File: src/rtl/uart_irq_pkg.sv
`timescale 1ns/1ps
package uart_irq_pkg;
  localparam int unsigned IER_W = 4;
  localparam int unsigned ERR_W = 4;

  localparam logic [2:0] OFS_HOLD  = 3'd0;
  localparam logic [2:0] OFS_ENA   = 3'd1;
  localparam logic [2:0] OFS_IDENT = 3'd2;
  localparam logic [2:0] OFS_LSTAT = 3'd5;

  // enable-register bit positions
  localparam int unsigned EN_RX  = 0;
  localparam int unsigned EN_TX  = 1;
  localparam int unsigned EN_LS  = 2;
  localparam int unsigned EN_MDM = 3;

  typedef enum logic [3:0] {
    ID_MODEM = 4'h0,
    ID_NONE  = 4'h1,
    ID_THRE  = 4'h2,
    ID_RXD   = 4'h4,
    ID_LSTAT = 4'h6,
    ID_TMO   = 4'hC
  } irq_id_e;
endpackage

File: src/rtl/uart_irq_sticky.sv
`timescale 1ns/1ps
module uart_irq_sticky #(
  parameter int unsigned N = 2
) (
  input  logic         clk_i,
  input  logic         rst_ni,
  input  logic [N-1:0] set_i,
  input  logic         clr_i,
  output logic [N-1:0] flag_o
);
  logic [N-1:0] flag_d, flag_q;

  for (genvar g = 0; g < N; g++) begin : g_bit
    // a set pulse in the clearing cycle is kept
    always_comb begin
      flag_d[g] = flag_q[g];
      if (clr_i)    flag_d[g] = 1'b0;
      if (set_i[g]) flag_d[g] = 1'b1;
    end
  end

  always_ff @(posedge clk_i or negedge rst_ni) begin
    if (!rst_ni) flag_q <= '0;
    else         flag_q <= flag_d;
  end

  assign flag_o = flag_q;
endmodule

File: src/rtl/uart_irq_thr_pend.sv
`timescale 1ns/1ps
module uart_irq_thr_pend (
  input  logic clk_i,
  input  logic rst_ni,
  input  logic ena_wr_i,
  input  logic thr_empty_i,
  input  logic tx_drained_i,
  input  logic hold_wr_i,
  input  logic ident_rd_i,
  input  logic shows_thre_i,
  output logic pend_o
);
  logic pend_d, pend_q;
  logic set_w, clr_w;

  assign set_w = (ena_wr_i && thr_empty_i) || tx_drained_i;
  assign clr_w = hold_wr_i || (ident_rd_i && shows_thre_i);

  always_comb begin
    pend_d = pend_q;
    if (clr_w) pend_d = 1'b0;
    if (set_w) pend_d = 1'b1;
  end

  always_ff @(posedge clk_i or negedge rst_ni) begin
    if (!rst_ni) pend_q <= 1'b0;
    else         pend_q <= pend_d;
  end

  assign pend_o = pend_q;
endmodule

File: src/rtl/uart_irq_prio.sv
`timescale 1ns/1ps
module uart_irq_prio
  import uart_irq_pkg::*;
#(
  parameter int unsigned CNT_W = 5
) (
  input  logic [IER_W-1:0] ier_i,
  input  logic             err_any_i,
  input  logic             tmo_i,
  input  logic             rx_ready_i,
  input  logic             fifo_en_i,
  input  logic [CNT_W-1:0] rx_count_i,
  input  logic [CNT_W-1:0] rx_trig_i,
  input  logic             thr_pend_i,
  input  logic             msr_delta_i,
  output irq_id_e          code_o
);
  logic rx_hit;

  assign rx_hit = rx_ready_i && (!fifo_en_i || (rx_count_i >= rx_trig_i));

  always_comb begin
    code_o = ID_NONE;
    if (ier_i[EN_LS] && err_any_i)        code_o = ID_LSTAT;
    else if (ier_i[EN_RX] && tmo_i)       code_o = ID_TMO;
    else if (ier_i[EN_RX] && rx_hit)      code_o = ID_RXD;
    else if (ier_i[EN_TX] && thr_pend_i)  code_o = ID_THRE;
    else if (ier_i[EN_MDM] && msr_delta_i) code_o = ID_MODEM;
  end
endmodule

File: src/rtl/uart_irq_ident.sv
`timescale 1ns/1ps
module uart_irq_ident
  import uart_irq_pkg::*;
#(
  parameter int unsigned CNT_W = 5
) (
  input  logic             clk_i,
  input  logic             rst_ni,
  input  logic             acc_wr_i,
  input  logic             acc_rd_i,
  input  logic [2:0]       acc_ofs_i,
  input  logic [7:0]       acc_wdata_i,
  input  logic             div_sel_i,
  input  logic             fifo_en_i,
  input  logic             rx_ready_i,
  input  logic [CNT_W-1:0] rx_count_i,
  input  logic [CNT_W-1:0] rx_trig_i,
  input  logic             rx_tmo_i,
  input  logic             brk_set_i,
  input  logic             ovr_set_i,
  input  logic             par_err_i,
  input  logic             frm_err_i,
  input  logic             thr_empty_i,
  input  logic             tx_drained_i,
  input  logic             msr_delta_i,
  output logic [IER_W-1:0] ier_o,
  output logic [7:0]       iir_o,
  output logic [ERR_W-1:0] lsr_err_o,
  output logic             irq_o
);
  logic             hold_wr, ena_wr, ident_rd, lstat_rd;
  logic [IER_W-1:0] ier_d, ier_q;
  logic [7:0]       iir_d, iir_q;
  logic             irq_d, irq_q;
  logic [1:0]       sticky;
  logic             thr_pend_q;
  irq_id_e          code;

  assign hold_wr  = acc_wr_i && (acc_ofs_i == OFS_HOLD)  && !div_sel_i;
  assign ena_wr   = acc_wr_i && (acc_ofs_i == OFS_ENA)   && !div_sel_i;
  assign ident_rd = acc_rd_i && (acc_ofs_i == OFS_IDENT);
  assign lstat_rd = acc_rd_i && (acc_ofs_i == OFS_LSTAT);

  uart_irq_sticky #(.N(2)) u_sticky (
    .clk_i  (clk_i),
    .rst_ni (rst_ni),
    .set_i  ({brk_set_i, ovr_set_i}),
    .clr_i  (lstat_rd),
    .flag_o (sticky)
  );

  assign lsr_err_o = {sticky[1], frm_err_i, par_err_i, sticky[0]};

  uart_irq_thr_pend u_thr (
    .clk_i        (clk_i),
    .rst_ni       (rst_ni),
    .ena_wr_i     (ena_wr),
    .thr_empty_i  (thr_empty_i),
    .tx_drained_i (tx_drained_i),
    .hold_wr_i    (hold_wr),
    .ident_rd_i   (ident_rd),
    .shows_thre_i (iir_q[3:0] == ID_THRE),
    .pend_o       (thr_pend_q)
  );

  uart_irq_prio #(.CNT_W(CNT_W)) u_prio (
    .ier_i       (ier_q),
    .err_any_i   (|lsr_err_o),
    .tmo_i       (rx_tmo_i),
    .rx_ready_i  (rx_ready_i),
    .fifo_en_i   (fifo_en_i),
    .rx_count_i  (rx_count_i),
    .rx_trig_i   (rx_trig_i),
    .thr_pend_i  (thr_pend_q),
    .msr_delta_i (msr_delta_i),
    .code_o      (code)
  );

  always_comb begin
    ier_d = ier_q;
    if (ena_wr) ier_d = acc_wdata_i[IER_W-1:0];
    iir_d = {{2{fifo_en_i}}, 2'b00, code};
    irq_d = (code != ID_NONE);
  end

  always_ff @(posedge clk_i or negedge rst_ni) begin
    if (!rst_ni) begin
      ier_q <= '0;
      iir_q <= {4'h0, ID_NONE};
      irq_q <= 1'b0;
    end else begin
      ier_q <= ier_d;
      iir_q <= iir_d;
      irq_q <= irq_d;
    end
  end

  assign ier_o = ier_q;
  assign iir_o = iir_q;
  assign irq_o = irq_q;
endmodule

File: config.mk
export PLATFORM = sky130hd
export DESIGN_NAME = uart_irq_ident
export DESIGN_NICKNAME = d
export VERILOG_FILES = /design/src/rtl/uart_irq_pkg.sv /design/src/rtl/uart_irq_sticky.sv /design/src/rtl/uart_irq_thr_pend.sv /design/src/rtl/uart_irq_prio.sv /design/src/rtl/uart_irq_ident.sv
export SDC_FILE = /design/constraint.sdc
export NUM_CORES = 1
export LEC_CHECK = 0
export BUFFER_PORTS_ARGS = -buffer_cell sky130_fd_sc_hd__buf_2
export CAP_MARGIN = 20
export CORE_UTILIZATION = 40
export DETAILED_ROUTE_END_ITERATION = 12
export PLACE_DENSITY = 0.82
export SLEW_MARGIN = 10
export SYNTH_ARGS = -nofsm -noshare
export SYNTH_HDL_FRONTEND = slang
export SYNTH_SLANG_ARGS = --single-unit
export TNS_END_PERCENT = 5
File: constraint.sdc
create_clock -name clk_i -period 2.7 [get_ports clk_i]
set_clock_uncertainty 0.05 [all_clocks]
set_input_delay 0.135 -clock clk_i [delete_from_list [all_inputs] [get_ports clk_i]]
set_output_delay 0.135 -clock clk_i [all_outputs]
set_load 0.01 [all_outputs]
After elaboration in Yosys (flattened, before gate mapping) --
Index checks and enable logic that the tools add are counted. Widths: inputs -> output; s select.
Storage, ports and cells: output and inout bits 17, flip-flop bits (word level) 13, bits of input ports 36
Operators by class: $lt $le $gt $ge 1, multiplexer cells 10, reductions and logical operators 24, equal/unequal tests 5
Operators with widths (count):
- $mux 4 | 4
- $logic_and 1x1->1 | 14
- $mux 1 | 6
- $reduce_bool 2->1 | 3
- $ge 5x5->1 | 1
- $eq 4x2->1 const B | 1
- $ne 4x1->1 const B | 1
- $reduce_or 4->1 | 1
- $eq 3x1->1 const B | 1
- $eq 3x2->1 const B | 1
- $eq 3x3->1 const B | 1
- $logic_not 3->1 | 1
- $logic_or 1x1->1 | 3
- $logic_not 1->1 | 2

Logic depth before layout (Yosys ltp) --
Gate-level depths: netlist of run 1.
word-level depth 8, depth in mapped cells 6

Cells and area by module --
Synthesis of run 1 repeated with hierarchy kept, for this count alone.
Second synthesis, totals: cells, all modules 66, area total of the unflattened synthesis 752.0 µm²
Modules (own cells, without submodules):
- uart_irq_ident | cells an instance 31, times used 1, seq. area each 251.5 µm², area each 449.2 µm²
- uart_irq_prio | cells an instance 26, times used 1, seq. area each 0.0 µm², area each 181.4 µm²
- uart_irq_sticky | cells an instance 5, times used 1, seq. area each 50.0 µm², area each 68.8 µm²
- uart_irq_thr_pend | cells an instance 4, times used 1, seq. area each 25.0 µm², area each 52.6 µm²

Worst setup path after synthesis of run 1 --
No wires, ideal clock.
path kind flip-flop to flip-flop, from register u_sticky.flag_q[1], in the netlist u_sticky.flag_o[1], to register iir_q[1], in the netlist iir_o[1], slack 1.426 ns, stages on the path, launching flop included 4, data arrival time 1.104 ns, clock period less this slack 1.274 ns, buffers on the path 0, required time 2.530 ns, library setup time 0.120 ns, path through dfrtp_1 -> o41ai_4 -> inv_1 -> a31o_2
On the way: word-level cells in the longest chain between the ends 3
RTL lines:
- from (decl) | RTL line uart_irq_sticky.sv:11 | logic [N-1:0] flag_d, flag_q;
- from (signal assigned) | RTL line uart_irq_sticky.sv:24 | else flag_q <= flag_d;
- $reduce_or 4->1 | RTL line uart_irq_ident.sv:68 | .err_any_i (|lsr_err_o),
- $logic_and 1x1->1 | RTL line uart_irq_prio.sv:24 | if (ier_i[EN_LS] && err_any_i) code_o = ID_LSTAT;
- $mux 4 | RTL line uart_irq_prio.sv:24
- named net code[1] | RTL line uart_irq_ident.sv:37 | irq_id_e code;
- to (signal assigned) | RTL line uart_irq_ident.sv:89 | iir_q <= {4'h0, ID_NONE};
- to (signal assigned) | RTL line uart_irq_ident.sv:93 | iir_q <= iir_d;
- to (decl) | RTL line uart_irq_ident.sv:33 | logic [7:0] iir_d, iir_q;
The timed path passes the listed nets, and every way through them passes these cells. A chain may end at the register's enable or synchronous reset.

Worst setup path in the final report of run 1 --
Ends and elaborated chain as after synthesis.

==> metrics.md, run 1 <==
| Metric | Value |
|---|---|
| Final Critical Period | roughly 1.3 ns |
| Worst-Skew Late Latency | 0.26 ns |
| RSZ-0062 raised after global routing | false |
| Die Span Y | between 40 and 50 um |
| Max cap viols | 0 |
| Vias in the first global route | 605 |
| Fin nets | 155 |
| WL per Instance | 11.01 um |
| Synth unique cells | 26 |
| Post-layout instance area | 0.001022 mm2 |
| Ys Warns | 0 |
| Ports | 53 |
| Hold Buf Count CTS | 4 |
| Antenna Violating Nets Remaining | 0 |
| Cells along the critical path | o41ai_4 -> inv_1 -> a31o_2 |
| Max Clk Rate | 768.8 MHz |
| Pins Over Slew Limit | 0 |
| Synth Instances | 63 |
| Port buffer count | 46 |
| Crit start category | register |
| Post-route DRC | 0 |
| Vias/cell | 4.674 |
| Grt ovf | 0 |
| CTS tree | built |
| Die area | around 0.0020 mm2 |
| First-pass GRT wire length | 2.435 mm |
| Async S/R FF share, synth | 100.0% |
| Setup Fix Bufs, Post-CTS | 0 |
| Crit Path Max Fanout | 5 |
| Slowest stage delay, CP | around 0.44 ns |
| Buf/Inv on CP | 1 |
| HP Class | input port to register |
| WS Path Type | register to register |
| CTS Buf Count | 3 |
| CP Data Arrival Time | about 1.4 ns |
| Sequential share of the synthesized area | 44.85% |
| Mapped cell area | approximately 730 um2 |
| Core area | 0.001708 mm2 |
| Worst Path Required | between 2 and 3 ns |
| GPL Wtd Cong | between 0.6 and 0.7 |
| DRT iter0 DRCs | 4 |
| Largest net degree at the start of global routing | 14 |
| Mean post-synth cell area | between 10 and 15 um2 |
| Setup tns final | 0 ns |
| Via count | approximately 650 |
| Post-synthesis register bit count | 13 |
| Post-CTS sizing | 0 |
| GRT Overall Usage | 17.05% |
| Final Hold Vio Count | 0 |
| Slowest CP cell | o41ai_4 |
| Row count | 15 |
| Pwr Density | between 500 and 600 mW/mm2 |
| Layout area overhead | 40.38% |
| Total wire length | 1.520 mm |
| Final worst path period share | between 40% and 50% |
| CP delay by family, top | compound AO/OA/AOI/OAI gates |
| Clk slew on worst S/H paths | ~0.07 ns |
| CP Capture Type | register |
| Root Driver | clkbuf_4 |
| Detailed Routing Iterations Pass 1 | 4 |
| # setup viols final | 0 |
| # diodes | 0 |
| Placed Area | 955.9 um2 |
| Htree depth | 1 |
| Post-synth top flop | dfrtp_1 |
| Initial antenna violation count | 0 |
| Fraction of layout instances using a drive strength above 1 | 52.21% |
| Initial Util | 42.64% |
| DP HPWL | approximately 1.3 mm |
| Post-synth EDFFs | 0 |
| Maximum vdd ir drop | approximately 0.29 mV |
| Outcome | finished clean |
| # clock sinks | 13 |
| Die W | 44.67 um |
| Clock buffer depth | 2 |
| Leak pwr | 0.5385 nW |
[sequential cells by signal (all words and copies together) (netlist names)]
| signal | flops |
|---|---|
| ier_o | 4 |
| iir_o | 5 |
| irq_o | 1 |
| u_sticky.flag_o | 2 |
| u_thr.pend_o | 1 |
[per-stage QoR]
step | hold WS (ns) | std cells | util (%) | setup WS [ns] | total power, W
CTS | 0.03201 | 138 | 59.85 | 1.393 | 0.0005489
detailed placement | -0.01628 | 130 | 55.97 | 1.232 | 0.0004277
global route | 0.02801 | 138 | 59.85 | 1.345 | 0.0005816
global placement | -0.02105 | 130 | 55.97 | 1.269 | 0.0004201
finish | 0.03575 | 138 | 59.85 | 1.399 | 0.0005398
floorplan | -0.2106 | 64 | - | 1.426 | 0.0003522
[path summary, 6_finish.rpt]
path / from / end / slack, ns / depth (start not counted)
hold reg to reg: ier_o[3]$_DFFE_PN0P_ / ier_o[3]$_DFFE_PN0P_ / 0.51 / 1
setup reg to reg: u_sticky.flag_o[1]$_DFFE_PN0P_ / iir_o[1]$_DFF_PN0_ / 1.40 / 3
max in group asynchronous: rst_ni / iir_o[0]$_DFF_PN1_ / 2.09 / 2
setup / recovery: u_sticky.flag_o[1]$_DFFE_PN0P_ / iir_o[1]$_DFF_PN0_ / 1.40 / 3
hold / removal: tx_drained_i / u_thr.pend_o$_DFFE_PN0P_ / 0.04 / 3
min in group asynchronous: rst_ni / iir_o[1]$_DFF_PN0_ / 0.24 / 2
[cell families (layout without fill, tap and decap cells)]
group / Yosys count / after routing / synth area share [%]
muxes: 4 / 4 / 6.185
AOI/OAI and AO/OA: 13 / 13 / 15.81
DFF: 13 / 13 / 44.85
buffers and inverters: 12 / 61 / 8.764
adders and majority gates: 5 / 5 / 8.591
other: 1 / 2 / 0.5150
and+or+nand+nor: 15 / 15 / 15.29
[where the power goes]
part           switching, W  internal [W]  total (W)
logic             0.0000787     0.0000897   0.000168
registers         0.0000251      0.000233   0.000258
clock network     0.0000564     0.0000570   0.000113
total              0.000160      0.000380   0.000540
[worst min-delay path: stages]
cell	delay [ns]
buf_2	0.08
a211oi_1	0.03
o21ai_0	0.07
[cells in the mapped netlist (2+ instances only)]
library cell,instances,area share [%]
mux2_2,4,6.2
and2_1,2,1.7
buf_4,5,5.2
o21ai_0,3,2.1
inv_1,7,3.6
dfrtp_1,12,41
nand4b_1,2,2.4
a21o_1,2,2.1
ha_1,5,8.6
and3_1,2,1.7
nand2_1,4,2.1
[layer usage]
layer  up-vias  share of wire [%]  wire [um]  GRT usage (%)
met2        32                 53        802          31.76
met1       297                 39        593          19.07
met3         0                8.2        124          4.898
li1        316                  -          -              -
met4         0                  0          0          3.636
met5         -                  0          0              0
[cells in the final DEF, fill, tap and decap left out, types with 2 or more instances in the layout]
master	n
nand4b_1	2
ha_1	5
a21o_1	2
and2_1	2
o21ai_0	3
dfrtp_1	12
clkbuf_4	3
dlygate4sd3_1	4
buf_2	46
mux2_2	4
conb_1	2
and3_1	2
nand2_1	4
inv_1	7
[cell type report]
cell class                      instances  area [um2]
Timing Repair Buffer                   50       270.3
Multi-Input combinational cell         39       341.6
Sequential cell                        13       326.6
Tap cell                               25       31.28
Inverter                                7       26.28
Fill cell                             164       685.7
Clock buffer                            4       26.28
No activity file was read; power rests on OpenSTA's default activity.
==> run 2: changes to the inputs <==
Settings changed: CORE_UTILIZATION 40 to 39, PLACE_DENSITY 0.82 to 0.81.
Clock period 2.7 ns to 1.33 ns, I/O delays scaled along.
==> run 2 against run 1 <==
Power increased by 110%. Cell count grew 5.8%. Worst hold slack worse by 0.0045 ns. Global-route usage grew 1.4 points. Design area grew 7.3%. Largest cell class is now non-clock buffers.
==> metrics.md, run 2 (synthesized netlist as in run 1, its figures left out) <==
| Metric | Value |
|---|---|
| Outcome | finished clean |
| Max reg flops | 5 |
| Final-layout fill cell count | between 150 and 200 |
| RR Endpoint | iir_o[1]$_DFF_PN0_ |
| Hold Buf Count CTS | 10 |
| Pwr Density | 1029 mW/mm2 |
| Vias in the first global route | roughly 650 |
| Maximum vdd ir drop | 0.5471 mV |
| # diodes | 0 |
| Overall power | 0.001129 W |
| Root Driver | clkbuf_4 |
| Most frequent cells in the layout | buf_2 (46), dfrtp_1 (12), dlygate4sd3_1 (10), inv_1 (7), ha_1 (5) |
| Antenna Violating Nets Remaining | 0 |
| Post-Route Utilization | 62.87% |
| Setup Fix Bufs, Post-CTS | 0 |
| Final Hold Vio Count | 0 |
| GRT Overall Usage | 18.46% |
| Multi-input gate area | 341.6 um2 |
| Post-layout instance area | between 0.001 and 0.0015 mm2 |
| DRT iter0 DRCs | 2 |
| HP Class | input port to register |
| Final worst path period share | between 90% and 100% |
| Hold path depth | 3 |
| Buf/Inv on CP | 1 |
| Crit Path Max Fanout | 3 |
| Total wire length | ~1.7 mm |
| WL per Instance | 11.59 um |
| Die area | ~0.0020 mm2 |
| Cells along the critical path | o41ai_4 -> inv_1 -> a31o_2 |
| WS Path Type | register to register |
| Slowest stage delay, CP | 0.42 ns |
| Htree depth | 1 |
| Post-route DRC | 0 |
| FF-to-FF setup slack | 0.07 ns |
| Max Clk Rate | 792.8 MHz |
| Detailed Routing Iterations Pass 1 | 4 |
| Initial antenna violation count | 0 |
| # setup viols final | 0 |
| Worst r2r src | u_sticky.flag_o[1]$_DFFE_PN0P_ |
| Leak pwr | 0.5736 nW |
| CP Data Arrival Time | 1.37 ns |
| Via count | 678 |
| Min-Delay Endpoint | irq_o$_DFF_PN0_ |
| Ports | between 50 and 60 |
| RSZ-0062 raised after global routing | false |
| Core area | 0.001745 mm2 |
| CP delay by family, top | compound AO/OA/AOI/OAI gates |
| Fin nets | 163 |
| Initial Util | 41.72% |
| Final Critical Period | 1.261 ns |
| Finished Layout Cells | 146 |
| CTS Buf Count | 3 |
| CTS tree | built |
| Post-CTS sizing | 0 |
| Slowest CP cell | dfrtp_1 |
| CP Capture Type | register |
| Port buffer count | 46 |
| Worst Path Required | about 1.4 ns |
| DP HPWL | 1.259 mm |
| Die Span Y | 45.21 um |
| Layout area overhead | 50.69% |
| Clock buffer depth | 2 |
| Row count | 15 |
| Clk slew on worst S/H paths | approximately 0.080 ns |
| First-pass GRT wire length | 2.649 mm |
| Grt ovf | 0 |
| Fraction of layout instances using a drive strength above 1 | 50.41% |
| Hold path start | msr_delta_i |
| GPL Wtd Cong | 0.6902 |
| Placed cell count | 132 |
| Setup tns final | 0 ns |
| Crit start category | register |
| Register area | 326.6 um2 |
| Worst-Skew Late Latency | 0.27 ns |
| Most common cell after layout, fill and taps aside | buf_2 |
| Max cap viols | 0 |
| Vias/cell | approximately 4.6 |
| Pins Over Slew Limit | 0 |
| Placed Area | 970.9 um2 |
| R2R cell count | 3 |
| Die W | 45.21 um |
| Largest net degree at the start of global routing | 14 |
| # clock sinks | 13 |
run 2: metrics by stage:
step	hold slack [ns]	setup WS, ns
2_1_floorplan	-0.2791	0.05561
3_3_place_gp	-0.08901	-0.02200
3_5_place_dp	-0.08731	-0.04554
4_1_cts	0.02588	0.05879
5_1_grt	0.05031	0.01370
6_report	0.03125	0.06860
run 2: power by group:
part           switching (W)  leakage [nW]  internal [W]  total (W)
logic               0.000168         0.413      0.000202   0.000370
clock network       0.000120        0.0150      0.000116   0.000236
registers          0.0000507         0.145      0.000473   0.000523
run 2: routing by layer:
metal,vias up,track usage (%),part of all wire [%]
met5,-,0,0
met1,307,17.38,38
met4,0,5.455,0
met2,36,37.68,56
li1,335,-,-
met3,0,4.800,6.3
run 2: how the worst max path moves through the flow:
stage / from / end / slack (ns) / depth (start not counted)
floorplan: u_sticky.flag_o[1]$_DFFE_PN0P_ / iir_o[1]$_DFF_PN0_ / 0.06 / 3
global placement: rx_count_i[2] / iir_o[0]$_DFF_PN1_ / -0.02 / 6
detailed placement: rx_count_i[2] / iir_o[1]$_DFF_PN0_ / -0.05 / 6
CTS: u_sticky.flag_o[1]$_DFFE_PN0P_ / iir_o[1]$_DFF_PN0_ / 0.06 / 3
global route: ier_o[0]$_DFFE_PN0P_ / iir_o[1]$_DFF_PN0_ / 0.01 / 4
finish: u_sticky.flag_o[1]$_DFFE_PN0P_ / iir_o[1]$_DFF_PN0_ / 0.07 / 3
run 2: final cells by class:
class,instances,share of cell area [%]
Timing Repair Buffer,58,31.47
Tap cell,25,2.851
Clock buffer,4,2.395
Sequential cell,13,29.76
Multi-Input combinational cell,39,31.13
Inverter,7,2.395
run 2: tightest hold or removal path, stage by stage:
cell     delay [ns]
buf_2          0.08
a22oi_1        0.06
nand3_1        0.10
